**src/rtl/rxts_pkg.sv**
```systemverilog
package rxts_pkg;

  localparam int CFG_W = 29;

  typedef struct packed {
    logic [3:0] v2_b;
    logic [3:0] v2_a;
    logic [7:0] v1_b;
    logic [7:0] v1_a;
    logic [1:0] port_sel;
    logic [1:0] mode;
    logic       enable;
  } rxts_cfg_t;

  typedef struct packed {
    logic [15:0] etype;
    logic [7:0]  proto;
    logic [15:0] dport;
    logic [7:0]  pb0;
    logic [7:0]  pb1;
    logic [7:0]  pb20;
  } rxts_hdr_t;

  localparam rxts_cfg_t CFG_RST = '{v2_b: 4'h1, v2_a: 4'h0, v1_b: 8'h01,
                                    v1_a: 8'h00, port_sel: 2'b00,
                                    mode: 2'b00, enable: 1'b0};

  localparam logic [15:0] ETH_PTP     = 16'h88F7;
  localparam logic [15:0] ETH_IP4     = 16'h0800;
  localparam logic [7:0]  IPP_UDP     = 8'd17;
  localparam logic [15:0] PORT_EVENT  = 16'h013F;
  localparam logic [15:0] PORT_GENRL  = 16'h0140;

  localparam int OFF_ETYPE  = 12;
  localparam int ETH_HDR    = 14;
  localparam int V1_TYPE_AT = 20;
  localparam int UDP_HDR    = 8;

endpackage

```
**src/rtl/rxts_ctl_regs.sv**
```systemverilog
module rxts_ctl_regs
  import rxts_pkg::*;
(
  input  logic             clk,
  input  logic             rst_n,
  input  logic             ctl_we,
  input  logic             type_we,
  input  logic [CFG_W-1:0] wdata,
  output rxts_cfg_t        cfg_q
);

  rxts_cfg_t wr_word;
  rxts_cfg_t cfg_d;
  logic      cfg_en;

  assign wr_word = rxts_cfg_t'(wdata);
  assign cfg_en  = ctl_we | type_we;

  always_comb begin
    cfg_d = cfg_q;
    if (ctl_we) begin
      cfg_d.enable   = wr_word.enable;
      cfg_d.mode     = wr_word.mode;
      cfg_d.port_sel = wr_word.port_sel;
    end
    if (type_we) begin
      cfg_d.v1_a = wr_word.v1_a;
      cfg_d.v1_b = wr_word.v1_b;
      cfg_d.v2_a = wr_word.v2_a;
      cfg_d.v2_b = wr_word.v2_b;
    end
  end

  always_ff @(posedge clk or negedge rst_n) begin
    if (!rst_n)      cfg_q <= CFG_RST;
    else if (cfg_en) cfg_q <= cfg_d;
  end

endmodule

```
**src/rtl/rxts_hdr_capture.sv**
```systemverilog
module rxts_hdr_capture
  import rxts_pkg::*;
#(
  parameter int LEN_W        = 7,
  parameter int IP_HDR_BYTES = 20
) (
  input  logic             clk,
  input  logic             rst_n,
  input  logic             in_valid,
  input  logic [7:0]       in_data,
  input  logic             in_last,
  output rxts_hdr_t        hdr_n,
  output logic [LEN_W-1:0] len_n,
  output logic [LEN_W-1:0] cnt_q
);

  localparam int OFF_PROTO = ETH_HDR + 9;
  localparam int OFF_DPORT = ETH_HDR + IP_HDR_BYTES + 2;
  localparam int OFF_UPTP  = ETH_HDR + IP_HDR_BYTES + UDP_HDR;

  localparam logic [LEN_W-1:0] LEN_MAX  = {LEN_W{1'b1}};
  localparam logic [LEN_W-1:0] C_ET_HI  = LEN_W'(OFF_ETYPE);
  localparam logic [LEN_W-1:0] C_ET_LO  = LEN_W'(OFF_ETYPE + 1);
  localparam logic [LEN_W-1:0] C_PROTO  = LEN_W'(OFF_PROTO);
  localparam logic [LEN_W-1:0] C_DP_HI  = LEN_W'(OFF_DPORT);
  localparam logic [LEN_W-1:0] C_DP_LO  = LEN_W'(OFF_DPORT + 1);
  localparam logic [LEN_W-1:0] C_B_L2   = LEN_W'(ETH_HDR);
  localparam logic [LEN_W-1:0] C_B_UDP  = LEN_W'(OFF_UPTP);

  rxts_hdr_t        hdr_q;
  logic [LEN_W-1:0] base;
  logic [LEN_W-1:0] cnt_d;

  assign base  = (hdr_q.etype == ETH_IP4) ? C_B_UDP : C_B_L2;
  assign len_n = (cnt_q == LEN_MAX) ? cnt_q : cnt_q + 1'b1;

  always_comb begin
    hdr_n = hdr_q;
    if (in_valid) begin
      if (cnt_q == C_ET_HI)                      hdr_n.etype[15:8] = in_data;
      if (cnt_q == C_ET_LO)                      hdr_n.etype[7:0]  = in_data;
      if (cnt_q == C_PROTO)                      hdr_n.proto       = in_data;
      if (cnt_q == C_DP_HI)                      hdr_n.dport[15:8] = in_data;
      if (cnt_q == C_DP_LO)                      hdr_n.dport[7:0]  = in_data;
      if (cnt_q == base)                         hdr_n.pb0         = in_data;
      if (cnt_q == base + LEN_W'(1))             hdr_n.pb1         = in_data;
      if (cnt_q == base + LEN_W'(V1_TYPE_AT))    hdr_n.pb20        = in_data;
    end
  end

  always_comb begin
    cnt_d = cnt_q;
    if (in_valid) cnt_d = in_last ? '0 : len_n;
  end

  always_ff @(posedge clk or negedge rst_n) begin
    if (!rst_n) begin
      hdr_q <= '0;
      cnt_q <= '0;
    end else if (in_valid) begin
      hdr_q <= hdr_n;
      cnt_q <= cnt_d;
    end
  end

endmodule

```
**src/rtl/rxts_match.sv**
```systemverilog
module rxts_match
  import rxts_pkg::*;
#(
  parameter int LEN_W        = 7,
  parameter int IP_HDR_BYTES = 20
) (
  input  rxts_cfg_t        cfg,
  input  rxts_hdr_t        hdr,
  input  logic [LEN_W-1:0] len,
  output logic             sample
);

  localparam int UPTP = ETH_HDR + IP_HDR_BYTES + UDP_HDR;

  localparam logic [LEN_W-1:0] N_ETH    = LEN_W'(ETH_HDR);
  localparam logic [LEN_W-1:0] N_UDPHDR = LEN_W'(ETH_HDR + IP_HDR_BYTES + 4);
  localparam logic [LEN_W-1:0] N_L2_VER = LEN_W'(ETH_HDR + 2);
  localparam logic [LEN_W-1:0] N_L2_V1T = LEN_W'(ETH_HDR + V1_TYPE_AT + 1);
  localparam logic [LEN_W-1:0] N_U_VER  = LEN_W'(UPTP + 2);
  localparam logic [LEN_W-1:0] N_U_V1T  = LEN_W'(UPTP + V1_TYPE_AT + 1);

  logic port_ok;
  logic hdr_ok;
  logic udp;
  logic is_v1;
  logic is_v2;
  logic v1_hit;
  logic v2_hit;
  logic [LEN_W-1:0] need_ver;
  logic [LEN_W-1:0] need_v1t;

  assign port_ok = (hdr.dport == PORT_EVENT && cfg.port_sel[0]) ||
                   (hdr.dport == PORT_GENRL && cfg.port_sel[1]);

  always_comb begin
    hdr_ok = 1'b0;
    udp    = 1'b0;
    if (cfg.enable && len >= N_ETH) begin
      if (hdr.etype == ETH_IP4) begin
        if (len >= N_UDPHDR && hdr.proto == IPP_UDP && cfg.mode != 2'd0 && port_ok) begin
          udp    = 1'b1;
          hdr_ok = 1'b1;
        end
      end else if (hdr.etype == ETH_PTP) begin
        hdr_ok = (cfg.mode != 2'd1);
      end
    end
  end

  assign need_ver = udp ? N_U_VER : N_L2_VER;
  assign need_v1t = udp ? N_U_V1T : N_L2_V1T;
  assign is_v1    = ({hdr.pb0, hdr.pb1} == 16'h0001);
  assign is_v2    = (hdr.pb1 == 8'h02);

  assign v1_hit = (cfg.v1_a == 8'hFF) || (cfg.v1_b == 8'hFF) ||
                  (hdr.pb20 == cfg.v1_a) || (hdr.pb20 == cfg.v1_b);

  always_comb begin
    if (cfg.mode == 2'd3)
      v2_hit = (hdr.pb0 < 8'd8);
    else
      v2_hit = (cfg.v2_a == 4'hF) || (hdr.pb0 == {4'h0, cfg.v2_a}) ||
               (hdr.pb0 == {4'h0, cfg.v2_b});
  end

  always_comb begin
    sample = 1'b0;
    if (hdr_ok && len >= need_ver) begin
      if (is_v1) begin
        sample = (cfg.mode == 2'd1) && (len >= need_v1t) && v1_hit;
      end else if (is_v2) begin
        sample = !(cfg.mode == 2'd1) && !(cfg.mode == 2'd0 && udp) && v2_hit;
      end
    end
  end

endmodule

```
**src/rtl/rxts_classifier.sv**
```systemverilog
module rxts_classifier
  import rxts_pkg::*;
#(
  parameter int LEN_W        = 7,
  parameter int IP_HDR_BYTES = 20
) (
  input  logic             clk,
  input  logic             rst_n,
  input  logic             cfg_ctl_we,
  input  logic             cfg_type_we,
  input  logic [CFG_W-1:0] cfg_wdata,
  input  logic             in_valid,
  input  logic [7:0]       in_data,
  input  logic             in_last,
  output logic             dec_valid,
  output logic             dec_sample
);

  rxts_cfg_t        cfg_q;
  rxts_hdr_t        hdr_n;
  logic [LEN_W-1:0] len_n;
  logic [LEN_W-1:0] cnt_q;
  logic             match;
  logic             dv_d;
  logic             ds_d;

  rxts_ctl_regs u_regs (
    .clk     (clk),
    .rst_n   (rst_n),
    .ctl_we  (cfg_ctl_we),
    .type_we (cfg_type_we),
    .wdata   (cfg_wdata),
    .cfg_q   (cfg_q)
  );

  rxts_hdr_capture #(.LEN_W(LEN_W), .IP_HDR_BYTES(IP_HDR_BYTES)) u_cap (
    .clk      (clk),
    .rst_n    (rst_n),
    .in_valid (in_valid),
    .in_data  (in_data),
    .in_last  (in_last),
    .hdr_n    (hdr_n),
    .len_n    (len_n),
    .cnt_q    (cnt_q)
  );

  rxts_match #(.LEN_W(LEN_W), .IP_HDR_BYTES(IP_HDR_BYTES)) u_match (
    .cfg    (cfg_q),
    .hdr    (hdr_n),
    .len    (len_n),
    .sample (match)
  );

  assign dv_d = in_valid & in_last;
  assign ds_d = dv_d & match;

  always_ff @(posedge clk or negedge rst_n) begin
    if (!rst_n) begin
      dec_valid  <= 1'b0;
      dec_sample <= 1'b0;
    end else begin
      dec_valid  <= dv_d;
      dec_sample <= ds_d;
    end
  end

endmodule

```
**config.mk**
```make
export PLATFORM = sky130hd
export DESIGN_NAME = rxts_classifier
export DESIGN_NICKNAME = d
export VERILOG_FILES = /design/src/rtl/rxts_pkg.sv /design/src/rtl/rxts_ctl_regs.sv /design/src/rtl/rxts_hdr_capture.sv /design/src/rtl/rxts_match.sv /design/src/rtl/rxts_classifier.sv
export SDC_FILE = /design/constraint.sdc
export NUM_CORES = 1
export LEC_CHECK = 0
export ABC_AREA = 0
export ABC_CLOCK_PERIOD_IN_PS = 4200
export CORE_ASPECT_RATIO = 0.5
export CORE_UTILIZATION = 58
export DETAILED_ROUTE_END_ITERATION = 12
export MAX_ROUTING_LAYER = met4
export PLACE_DENSITY = 0.91
export REMOVE_ABC_BUFFERS = 1
export SYNTH_ARGS = -nofsm -noshare
export SYNTH_HDL_FRONTEND = slang
export SYNTH_SLANG_ARGS = --single-unit
```
**constraint.sdc**
```tcl
create_clock -name clk -period 4.2 [get_ports clk]
set_input_delay 1.05 -clock clk [delete_from_list [all_inputs] [get_ports clk]]
set_output_delay 1.05 -clock clk [all_outputs]
set_load 0.03 [all_outputs]
```
# [Word level (Yosys, flattened, before mapping)]
# Index checks and enable logic that the tools add are counted.
[word_totals] output_inout_bits=2 input_bits=43 elab_cells=102 ff_bits=102
[classes] n_lt_le_gt_ge=5 muxes=24 n_eq_ne=27 bitwise=3 add_sub_neg=3 reduce_logical=24
[op_table] op="64-bit two-way mux" count=1
[op_table] op="8-bit two-way mux" count=8
[op_table] op="16-bit by 12-bit == test with 1-bit output, second input constant" count=2
[op_table] op="16-bit by 9-bit == test with 1-bit output, second input constant" count=2
[op_table] op="7-bit == test" count=3
[op_table] op="16-bit by 1-bit == test with 1-bit output, second input constant" count=1
[op_table] op="16-bit == test, second input constant" count=1
[op_table] op="8-bit by 4-bit == test with 1-bit output" count=2
[op_table] op="8-bit == test" count=2
[op_table] op="8-bit == test, second input constant" count=2
[op_table] op="7-bit by 1-bit adder with 7-bit output, second input constant" count=2
[op_table] op="7-bit by 4-bit == test with 1-bit output, second input constant" count=2
[op_table] op="7-bit by 6-bit == test with 1-bit output, second input constant" count=2
[op_table] op="7-bit >= comparator" count=2
[op_table] op="7-bit two-way mux" count=2
[op_table] op="1-bit logical AND" count=12
[op_table] op="6-bit two-way mux" count=2
[op_table] op="1-bit two-way mux" count=10
[op_table] op="8-bit by 2-bit == test with 1-bit output, second input constant" count=1
[op_table] op="8-bit by 5-bit == test with 1-bit output, second input constant" count=1
[op_table] op="8-bit by 4-bit < comparator with 1-bit output, second input constant" count=1
[op_table] op="7-bit by 5-bit adder with 7-bit output, second input constant" count=1
[op_table] op="7-bit by 5-bit == test with 1-bit output, second input constant" count=1
[op_table] op="7-bit == test, second input constant" count=1
[op_table] op="other kinds (14)" count=22

# [Depth between registers and ports, before layout]
[logic_depth] ltp_word=21 depth_mapped=18 mapped_depth_nobuf=15

# [Hierarchy]
# Synthesis repeated with hierarchy kept, for this count alone.
[unflattened] cells_unflattened=578 area_unflattened_um2=6487.5
[by_module_without_submodules] module="rxts_hdr_capture" seq_area_each_um2=1776.7 cells_each=411 n_inst=1 area_per_inst_um2=4489.3
[by_module_without_submodules] module="rxts_ctl_regs" seq_area_each_um2=728.2 cells_each=61 n_inst=1 area_per_inst_um2=1181.1
[by_module_without_submodules] module="rxts_match" seq_area_each_um2=0.0 cells_each=102 n_inst=1 area_per_inst_um2=754.5
[by_module_without_submodules] module="rxts_classifier" seq_area_each_um2=50.0 cells_each=4 n_inst=1 area_per_inst_um2=62.6

# [Least setup slack after synthesis]
# OpenSTA, ideal clock, no wires.
[synth_timing] path_type="in2reg" start="input port in_valid" end="register dec_sample" n_path_buf=2 required_ns=4.057 setup_slack_ns=0.024 t_arrival_ns=4.033 setup_ns=0.143 path_stages=17 cell_sequence="or3b_1 -> nor3_2 -> nand2_1 -> buf_2 -> buf_2 -> nor3_1 -> a21oi_1 -> nor4_1 -> nand4_1 -> or2_2 -> ha_1 -> a41oi_1 -> o31ai_1 -> a2111oi_0 -> nor4_1 -> o311ai_1 -> a2111oi_2"
[synth_between] elab_chain_cells=16 word_cells_on_any_way=46 classes_between="3 x order compare; 11 x eq/ne; 13 x mux; 2 x bitwise; 17 x reduce/logical"
[synth_rtl] element="start: declaration" line_no="rxts_classifier.sv:12" text="input logic in_valid,"
[synth_rtl] element="branches (longest 15 deep; another with 7-bit >= comparator)"
[synth_rtl] element="1-bit bitwise AND *" line_no="rxts_classifier.sv:55" text="assign ds_d = dv_d & match;"
[synth_rtl] element="net ds_d" line_no="rxts_classifier.sv:25" text="logic ds_d;"
[synth_rtl] element="end signal: assignment" line_no="rxts_classifier.sv:63" text="dec_sample <= ds_d;"
[synth_rtl] element="end: declaration" line_no="rxts_classifier.sv:16" text="output logic dec_sample"
# Mark *: on every way through the listed nets, which the timed path passes.
# A chain may end at the register's enable or synchronous reset.

# [Final worst setup path]
# Ends and elaborated chain as after synthesis.

==> results.py <==
metrics = {
    "synth": {
        "yosys.area_share.simple": 0.152,
        "synth_top_family_by_area": "simple AND/OR/NAND/NOR gates",
        "synth.cell_area_sq_um": 5420,
        "yosysMostFrequentCell": "dfrtp_1",
        "synth-compound-area-share": 0.126,
        "synthAdderAreaFrac": 0.0231,
        "synth-xor-area-share": 0.0404,
        "synth.largest_area_cell": "dfrtp_1",
        "synthMuxAreaShare": 0.143,
        "synth_top_area_share": 0.461,
        "synth_common_cells": "dfrtp_1, mux2_2, nand2_1",
        "synth_seq_area_share": 0.471,
        "synth_flop_cell": "dfrtp_1",
        "ys_types": 67,
        "synthArstFlopShare": 1.00,
        "yosysWarnings": 0,
        "synthTopCellsByArea": "dfrtp_1, mux2_2, nand2_1",
        "syn_avg_cell_area_sq_um": 10.3,
        "syn_inst": 524,
        "synth_edf_count": 0,
        "synth_seq_cells": 102,
    },
    "flow_run": {
        "maxCapViolations": 0,
    },
    "cts": {
        "hold_buffers": 0,
        "cts_root_buf": "clkbuf_16",
        "path_clk_slew_ns": 0.07,
        "clock_latency_ns": 0.36,
        "cts_tree": "built",
        "numClockSinks": 102,
        "cts_buffers": 9,
        "clock_path_buffers": 2,
        "cts_htree_levels": 3,
    },
    "routing": {
        "vias": 4957,
        "finalWirelength_mm": 17.1,
        "drc": 1,
        "vias_per_cell": 6.78,
        "dr.pass1.iters": 11,
        "antenna_left": 0,
        "drt-wirelength-per-cell_microns": 23.4,
        "drt_iter0_drc": 801,
    },
    "floorplan": {
        "initial_utilization": 0.610,
        "die_height_microns": 70.4,
        "die_area_sq_um": 9760,
        "die_w_microns": 139,
        "ios": 45,
        "coreArea_sq_um": 8890,
        "rows": 24,
    },
    "cells_and_area": {
        "final_util": 0.764,
        "final_cells": 731,
        "drive_gt1_frac": 0.295,
        "syn2layout_area_growth_pct": 25.3,
        "final_nets": 662,
        "diodes": 0,
    },
    "setup_path": {
        "crit_arrival_ns": 4.70,
        "crit_type": "in2reg",
        "required_ns": 4.45,
        "critPathCaptureType": "flip-flop",
        "cp-start-kind": "input port",
        "path_max_fanout": 12,
    },
    "outcome": {
        "status": "complete, but fails checks",
        "violations": "DRC, setup timing",
    },
    "grt": {
        "gr-usage-all-layers": 0.350,
        "antenna_found_initial": 0,
        "grt_pass1_vias": 4778,
        "grt.overflow.total": 0,
        "grt_max_degree": 103,
        "grt_pass1_wl_mm": 25.2,
    },
    "sta": {
        "finalSetupViolations": 1,
        "finClkSkew_ns": 0.0107,
        "fin_crit_sh": 1.06,
        "rsz0062_at_grt": "yes",
        "max_slew_margin": 0.630,
        "hold_violations": 0,
        "worstMarginPinSlew_ns": 0.541,
        "fin_crit_ns": 4.46,
        "hold_slack_ns": 0.495,
        "fmax_mhz": 224,
        "drv_slew": 0,
        "layout_setup_ws_ns": -0.259,
    },
    "hold_path": {
        "min_path_type": "reg2reg",
    },
    "power": {
        "power_density_nw_per_um2": 322,
        "p_leak_nw": 3.12,
        "ir_drop_uv": 195,
    },
    "placed_design": {
        "preCtsSetupSlack_ns": -0.908,
        "port_buffers": 44,
        "place_inst": 711,
        "dp_hpwl_mm": 10.3,
        "gp_congestion": 0.949,
    },
}
timing repair:
action,in CTS,in global routing
gates cloned,0,0
endpoints found under the setup margin,1,1
buffers inserted,2,2
pin swaps,13,14
gates resized for setup,25,23
placed cells by master, fill, tap and decap left out, types with 4 or more instances in the layout:
master           netlist  final
mux2i_1                5      4
clkbuf_16              0      9
or4_1                  4      4
xnor2_1               12     12
nor2_1                32     31
inv_1                 24     24
nor4_2                 1      5
nand3_1                6      6
a31oi_1                6      6
nand2_1               56     52
nor3_1                13      9
mux2_2                63     62
and3_1                 4      4
or2_2                  5      4
nor4_1                14     10
o21ai_0               32     31
a21oi_1               13     13
nand4_1                9      9
dfrtp_1              100    100
o22ai_1                8      8
clkdlybuf4s50_1        0     35
ha_1                  10      9
xor2_1                13     13
buf_4                  0     59
nor4b_1                6      5
dlymetal6s2s_1         0      4
power by group:
group,total (mW),switching [mW],internal [mW],leakage (nW)
Combinational,0.320,0.173,0.147,1.64
Clock,0.812,0.404,0.408,0.135
Sequential,1.06,0.0423,1.02,1.35
cell type report:
class / instances / area, sq um
clock buffer: 10 / 229
clock inverter: 6 / 46.3
inverter: 26 / 97.6
fill: 487 / 2090
tap: 117 / 146
sequential: 102 / 2550
multi-input combinational: 366 / 2810
timing repair buffer: 104 / 912
registers in the layout, summed over array words and instances, names as in the netlist:
| name | flops |
|---|---|
| dec_sample | 1 |
| u_regs.cfg_q | 29 |
| dec_valid | 1 |
| u_cap.hdr_q | 64 |
| u_cap.cnt_q | 7 |
through the flow:
stage	TNS (ns)	power, mW	instance area, sq um
2_1_floorplan	-0.276	1.18	5280
3_3_place_gp	-0.659	1.32	6290
3_5_place_dp	-0.908	1.34	6290
4_1_cts	0	2.13	6660
5_1_grt	-0.310	2.25	6800
6_report	-0.259	2.19	6800
cell families (layout without fill, tap and decap cells):
family	count (synthesis)	after routing
compound gates	99	99
simple gates	163	163
buf+inv	56	146
xor+xnor	25	25
flops	102	102
mux	69	69
fa+ha+maj	10	10
critical path, cell delays in order:
cell	delay, ns
buf_6	0.07
buf_4	0.17
nand2_1	0.09
or4_1	0.51
nor3_2	0.23
a31oi_1	0.08
nor4_2	0.33
nand4_1	0.18
or2_4	0.30
ha_4	0.30
nand2_4	0.05
o31ai_4	0.29
a2111oi_4	0.17
nor4_2	0.39
o311ai_2	0.17
a2111oi_2	0.31
routing by layer:
layer | wire length [microns] | part of all wire | up-vias | global-route usage
li1 | - | - | 2052 | -
met1 | 6660 | 0.39 | 2408 | 0.451
met2 | 7690 | 0.45 | 388 | 0.537
met3 | 1760 | 0.10 | 109 | 0.0775
met4 | 1030 | 0.060 | 0 | 0.156
met5 | 0 | 0 | - | -
worst paths after layout:
kind                                  from          endpoint  slack [ns]  depth (start not counted)
max in group asynchronous            rst_n   u_cap.hdr_q[48]        3.04                          2
hold / removal             u_cap.hdr_q[47]   u_cap.hdr_q[47]        0.50                          2
setup / recovery                  in_valid        dec_sample       -0.26                         16
hold reg to reg            u_cap.hdr_q[47]   u_cap.hdr_q[47]        0.50                          2
min in group asynchronous            rst_n  u_regs.cfg_q[24]        0.74                          2
setup reg to reg            u_cap.cnt_q[2]        dec_sample       -0.15                         14
No activity file was read; power rests on OpenSTA's default activity.
